==> src/rtl/alu8_flags.sv <==
module alu8_flags #(
  parameter int W = 8,
  parameter bit REGISTERED = 1'b1
) (
  input  logic         clk,
  input  logic         rst_n,
  input  logic         in_valid,
  input  logic [1:0]   op,
  input  logic [W-1:0] acc,
  input  logic [W-1:0] opnd,
  input  logic         cin,
  output logic         out_valid,
  output logic [W-1:0] result,
  output logic [7:0]   flags
);

  localparam int XW = W + 1;
  localparam int HB = W / 2;

  logic          is_sub;
  logic          cy_used;
  logic [XW-1:0] wide;
  logic          half_bit;
  logic [W-1:0]  next_res;
  logic [7:0]    next_flags;

  assign is_sub  = op[1];
  assign cy_used = op[0] & cin;

  assign wide = is_sub ? ({1'b0, acc} - {1'b0, opnd} - XW'(cy_used))
                       : ({1'b0, acc} + {1'b0, opnd} + XW'(cy_used));

  assign half_bit   = wide[HB] ^ acc[HB] ^ opnd[HB];
  assign next_res   = wide[W-1:0];
  assign next_flags = {next_res == '0, is_sub, half_bit, wide[W], 4'b0000};

  generate
    if (REGISTERED) begin : g_reg
      always_ff @(posedge clk or negedge rst_n) begin
        if (!rst_n) begin
          out_valid <= 1'b0;
          result    <= '0;
          flags     <= '0;
        end else begin
          out_valid <= in_valid;
          if (in_valid) begin
            result <= next_res;
            flags  <= next_flags;
          end
        end
      end

      AST_STROBE_LATENCY: assert property (@(posedge clk) disable iff (!rst_n) in_valid |=> out_valid);
      AST_NO_SPURIOUS_VALID: assert property (@(posedge clk) disable iff (!rst_n) !in_valid |=> !out_valid);
      AST_HOLD_RESULT: assert property (@(posedge clk) disable iff (!rst_n) !in_valid |=> ($stable(result) && $stable(flags)));
      AST_SUB_FLAG: assert property (@(posedge clk) disable iff (!rst_n) in_valid |=> (flags[6] == $past(op[1])));
      AST_ZERO_FLAG: assert property (@(posedge clk) disable iff (!rst_n) out_valid |-> (flags[7] == (result == '0)));
      AST_ADD_CARRY: assert property (@(posedge clk) disable iff (!rst_n) (in_valid && op == 2'd0) |=> (flags[4] == ($past(acc) > ~$past(opnd))));
      AST_SUB_BORROW: assert property (@(posedge clk) disable iff (!rst_n) (in_valid && op == 2'd2) |=> (flags[4] == ($past(acc) < $past(opnd))));
    end else begin : g_comb
      assign out_valid = in_valid;
      assign result    = next_res;
      assign flags     = next_flags;

      AST_ZERO_FLAG_C: assert property (@(posedge clk) disable iff (!rst_n) in_valid |-> (flags[7] == (result == '0)));
      AST_SUB_FLAG_C: assert property (@(posedge clk) disable iff (!rst_n) in_valid |-> (flags[6] == op[1]));
      AST_ADD_CARRY_C: assert property (@(posedge clk) disable iff (!rst_n) (in_valid && op == 2'd0) |-> (flags[4] == (acc > ~opnd)));
      AST_SUB_BORROW_C: assert property (@(posedge clk) disable iff (!rst_n) (in_valid && op == 2'd2) |-> (flags[4] == (acc < opnd)));
    end
  endgenerate

endmodule

==> config.mk <==
export PLATFORM = sky130hd
export DESIGN_NAME = alu8_flags
export DESIGN_NICKNAME = d
export VERILOG_FILES = /design/src/rtl/alu8_flags.sv
export SDC_FILE = /design/constraint.sdc
export NUM_CORES = 1
export LEC_CHECK = 0
export ABC_CLOCK_PERIOD_IN_PS = 800
export BUFFER_PORTS_ARGS = -buffer_cell sky130_fd_sc_hd__buf_2
export CORE_MARGIN = 2
export CORE_UTILIZATION = 48
export CTS_CLUSTER_DIAMETER = 60
export DETAILED_ROUTE_END_ITERATION = 16
export GPL_ROUTABILITY_DRIVEN = 0
export PLACE_DENSITY = 0.77
export SYNTH_ARGS = -nofsm -noshare
export SYNTH_HDL_FRONTEND = slang
export SYNTH_SLANG_ARGS = --single-unit
==> constraint.sdc <==
create_clock -name clk -period 0.8 [get_ports clk]
set_input_delay 0.16 -clock clk [delete_from_list [all_inputs] [get_ports clk]]
set_output_delay 0.16 -clock clk [all_outputs]
set_load 0.01 [all_outputs]
== After elaboration in Yosys (flattened, before gate mapping) ==
Cells that the tools add are included.
Storage, ports and cells
  register bits: 13
  bits of input ports: 22
  output and inout bits: 17
  logic and storage cells: 12
Operators by class
  $add $sub $neg: 4
  multiplexer cells: 1
  bitwise gates (word level): 3
  reductions and logical operators: 1
Operator list (count)
  8-bit by 8-bit adder with 9-bit output: 1
  9-bit by 1-bit adder with 9-bit output: 1
  9-bit 2-to-1 mux: 1
  8-bit by 8-bit subtractor with 9-bit output: 1
  9-bit by 1-bit subtractor with 9-bit output: 1
  8-bit logical NOT: 1
  1-bit bitwise XOR: 2
  1-bit AND: 1

== Depth between registers and ports, before layout ==
  depth in word-level cells: 5
  gate-level depth with buffers: 11
  gate-level depth less buffers: 10

== Least setup slack after synthesis ==
No wires, ideal clock.
  path type: input-to-reg
  from: input opnd[0]
  to: register flags[7]
  library setup time: 0.067 ns
  arrival time: 2.228 ns
  data required time: 0.733 ns
  setup slack: -1.495 ns
  cell stages on the path: 10
  path buffers: 0
  path through: inv_1 > fa_1 > inv_1 > ha_1 > o21ai_1 > a311oi_1 > or3b_1 > and4_4 > nor4_2 > a32o_1
On the way
  cells in the longest elaborated chain, start to end: 4
  elaborated cells between the ends (all ways): 6
  classes of those cells: add/sub: 4; mux: 1; reduce/logical: 1
Ends and longest elaborated chain
  start: declaration: RTL line 10  | input logic [W-1:0] opnd,
  8-bit by 8-bit adder with 9-bit output or 8-bit by 8-bit subtractor with 9-bit output (tied branches): RTL line 31, 30
  9-bit by 1-bit adder with 9-bit output or 9-bit by 1-bit subtractor with 9-bit output (tied branches): RTL line 31, 30
  9-bit 2-to-1 mux (*): RTL line 30  | assign wide = is_sub ? ({1'b0, acc} - {1'b0, opnd} - XW'(cy_used))
  8-bit logical NOT (*): RTL line 35  | assign next_flags = {next_res == '0, is_sub, half_bit, wide[W], 4'b0000};
  end signal: assignment: RTL line 48  | flags <= next_flags;
  end: declaration: RTL line 14  | output logic [7:0] flags
Every way passes the cells marked *; elsewhere a longest branch is shown, timed or not.
A chain may end at the register's enable or synchronous reset.

== Worst setup path after layout ==
  from: input acc[0]
  to: register flags[7]
On the way
  cells in the longest elaborated chain, start to end: 4
  elaborated cells between the ends (all ways): 6
  classes of those cells: add/sub: 4; mux: 1; reduce/logical: 1
Ends and longest elaborated chain
  start: declaration: RTL line 9  | input logic [W-1:0] acc,
  8-bit by 8-bit adder with 9-bit output or 8-bit by 8-bit subtractor with 9-bit output (tied branches): RTL line 31, 30
  9-bit by 1-bit adder with 9-bit output or 9-bit by 1-bit subtractor with 9-bit output (tied branches): RTL line 31, 30
  9-bit 2-to-1 mux (*): RTL line 30
  8-bit logical NOT (*): RTL line 35
Marked as above.

==> results.md <==
- Outcome: finished, violations left
- Failing checks: setup timing
- Total GRT Usage: 22.25%
- Seq/Total Area, Yosys: 21.87%
- Dpl ws: -1.628 ns
- Initial Utilization: 49.54%
- Switch Pwr: 1.296 mW
- Hold Crit Class: in -> reg
- Worst Path Arrival: 2.23 ns
- Drt wl/cell: 14.38 um
- Clock transition at the registers of the reported paths: 0.07 ns
- Final WS setup: -1.216 ns
- NumNets Final: 299
- Core Area: 0.003003 mm^2
- Category of the most critical setup path: in -> reg
- Fill count: 186
- Hold Slack: 0.2303 ns
- Initial antenna violation count: 0
- Share of cells above drive strength 1: 51.00%
- Final antenna-violating net count: 0
- Clk_skew: 0 ns
- Synth warn: 0
- # diodes: 0
- Initial DRC count: 54
- Syn avg cell area: 9.016 um^2
- VDD IR-drop max: 0.0008464 V
- Top cells by area, synth: dfrtp_1 (22%), ha_1 (18%), inv_1 (5.6%)
- Vias/cell: 5.405
- CTS tree: built
- Final min period: 2.016 ns
- FF+latch count, synth: 13
- Cell Int Power: 2.150 mW
- DRC viols: 0
- Most area-hungry cell type in the Yosys netlist: dfrtp_1
- Drt first pass iters: 4
- Worst-Skew Late Latency: 0.28 ns
- Sw Ratio: 37.60%
- Number of global-route vias before repair: 1426
- RSZ-0062 raised after global routing: true
- Max FO, Critical Path: 3
- WL final: 4.085 mm
- Yosys top cell area share: 21.87%
- Leakage power: 1.170 nW
- HPWL after DPL: 3.032 mm
- Crit path launch type: input pin
- Largest net degree at the start of global routing: 18
- DIE AREA: 0.003561 mm^2
- Io pins: 39
- Setup violators final: 24
- Die span in x: 59.67 um
- Synth cell types: 52
- Syn-to-layout area delta: 57.53%
- Final Hold Vio Count: 0
- Gate power share: 62.3%
- Via Count: 1535
- CTS Buffer Depth: 2
- Max-slew violations: 0
- Max-Cap Viols: 0
- Total CTS buffers: 3
- Mapped cell area: 0.001488 mm^2
- First-pass GRT wire length: 6.016 mm
- Max Freq: 495.9 MHz
- Cells after Synth: 165
- GR Overflow Total: 0
- Dominant synthesized flop cell: dfrtp_1
- Max H-tree Level: 1
- Post-synth ARST share: 100.0%
- Clock share of power: 12.1%
- Root buf cell: clkbuf_4
- Clock Sinks: 13
- Period utilization: 252.1%
- Post-synth EDFFs: 0
- Crit end category: flop
- Row cnt: 20
- Pwr per Cell Area: 1471 mW/mm^2
- Die height: 59.67 um
- Flop pwr share: 25.6%
- CP required: 1.02 ns
- PortBufs: 34
[worst paths after layout]
path | startpoint | cells past startpoint | slack (ns) | to
setup / recovery | acc[0] | 10 | -1.22 | flags[7]
hold / removal | in_valid | 2 | 0.23 | out_valid
setup reg to reg | flags[7] | 3 | -0.13 | flags[7]
hold reg to reg | result[0] | 1 | 0.51 | result[0]
max in group asynchronous | rst_n | 2 | 0.30 | result[5]
min in group asynchronous | rst_n | 2 | 0.27 | flags[5]
[cell type report]
type	instances	area, um^2	area share (%)
Multi-Input combinational cell	122	1210	51.63
Timing Repair Buffer	88	635.6	27.12
Sequential cell	13	325.3	13.88
Inverter	24	105.1	4.485
Tap cell	33	41.29	1.762
Clock buffer	4	26.28	1.121
[routing by layer]
metal,global-route usage [%],vias up,wire (um)
met4,6.032,0,102
met1,25.10,730,1613
met3,4.545,12,178
met5,0,-,0
met2,41.77,51,2191
li1,-,742,-
[synth_stat cells, types with 2 or more instances]
master and instances:
a21o_1 3, a21oi_1 9, a31oi_1 3, buf_1 2, buf_2 2, buf_4 4, dfrtp_1 13, fa_1 4
ha_1 21, inv_1 22, mux2_2 6, mux2i_1 5, nand2_1 5, nand2b_1 3, nand3_1 3, nor2_1 10
nor2b_1 2, nor3_1 2, nor3b_1 2, o21ai_1 4, xnor2_1 9
[worst max-delay path, stage by stage]
cell      delay, ns
buf_8          0.10
fa_2           0.59
inv_2          0.06
ha_4           0.16
o21ai_4        0.15
a311oi_4       0.12
or3b_1         0.37
and4_4         0.19
nor4_4         0.13
a32o_1         0.20
[what timing repair did]
action	in CTS	in global routing
hold buffers	1	0
pin swaps	14	5
endpoints found under the hold margin	13	0
setup buffers	7	4
resized for setup	18	13
setup endpoints to repair	24	24
[layout by cell type, fill, tap and decap left out, types with 2 or more instances in the layout]
| master | n |
|---|---|
| buf_4 | 52 |
| buf_2 | 28 |
| inv_1 | 19 |
| ha_1 | 19 |
| dfrtp_1 | 13 |
| nor2_1 | 10 |
| a21oi_1 | 8 |
| xnor2_1 | 7 |
| nand2_1 | 4 |
| fa_2 | 4 |
| conb_1 | 4 |
| buf_6 | 4 |
| a21o_1 | 3 |
| mux2_2 | 3 |
| mux2_4 | 3 |
| nand3_1 | 3 |
| a31oi_1 | 3 |
| mux2i_1 | 3 |
| clkbuf_4 | 3 |
| inv_2 | 2 |
| xnor2_2 | 2 |
| mux2i_2 | 2 |
| o21ai_1 | 2 |
| nand2b_1 | 2 |
| nor3b_2 | 2 |
| nor2b_1 | 2 |
| buf_8 | 2 |
[state kept, by name, summed over array words and instances, names as in the netlist]
name / flops
flags: 4
result: 8
out_valid: 1
[kinds of logic after synthesis]
family | share of synthesized area (%)
adder cells (fa/ha/maj) | 23.04
other | 0.2521
flip-flops | 21.87
buffers and inverters | 10.01
XOR/XNOR | 5.888
AO/OA/AOI/OAI | 15.90
multiplexers | 8.662
AND/OR/NAND/NOR | 14.38
[through the flow]
stage | total power, mW | cells | cell area, um^2 | setup TNS, ns | utilization [%]
4_1_cts | 3.196 | 280 | 2227 | -12.90 | 74.17
2_1_floorplan | 1.902 | 168 | 1598 | -11.82 | -
3_5_place_dp | 2.591 | 268 | 2062 | -15.51 | 68.67
5_1_grt | 3.665 | 284 | 2344 | -14.21 | 78.04
6_report | 3.446 | 284 | 2344 | -13.22 | 78.04
3_3_place_gp | 2.515 | 268 | 2062 | -14.87 | 68.67
[power groups by stage]
stage / Sequential, mW / Combinational [mW] / Clock [mW]
floorplan: 0.951 / 0.951 / 0
global placement: 0.879 / 1.64 / 0
detailed placement: 0.883 / 1.71 / 0
CTS: 0.865 / 1.92 / 0.407
global route: 0.896 / 2.32 / 0.452
finish: 0.882 / 2.15 / 0.416
Note: power is estimated with default switching activity, not from simulation.
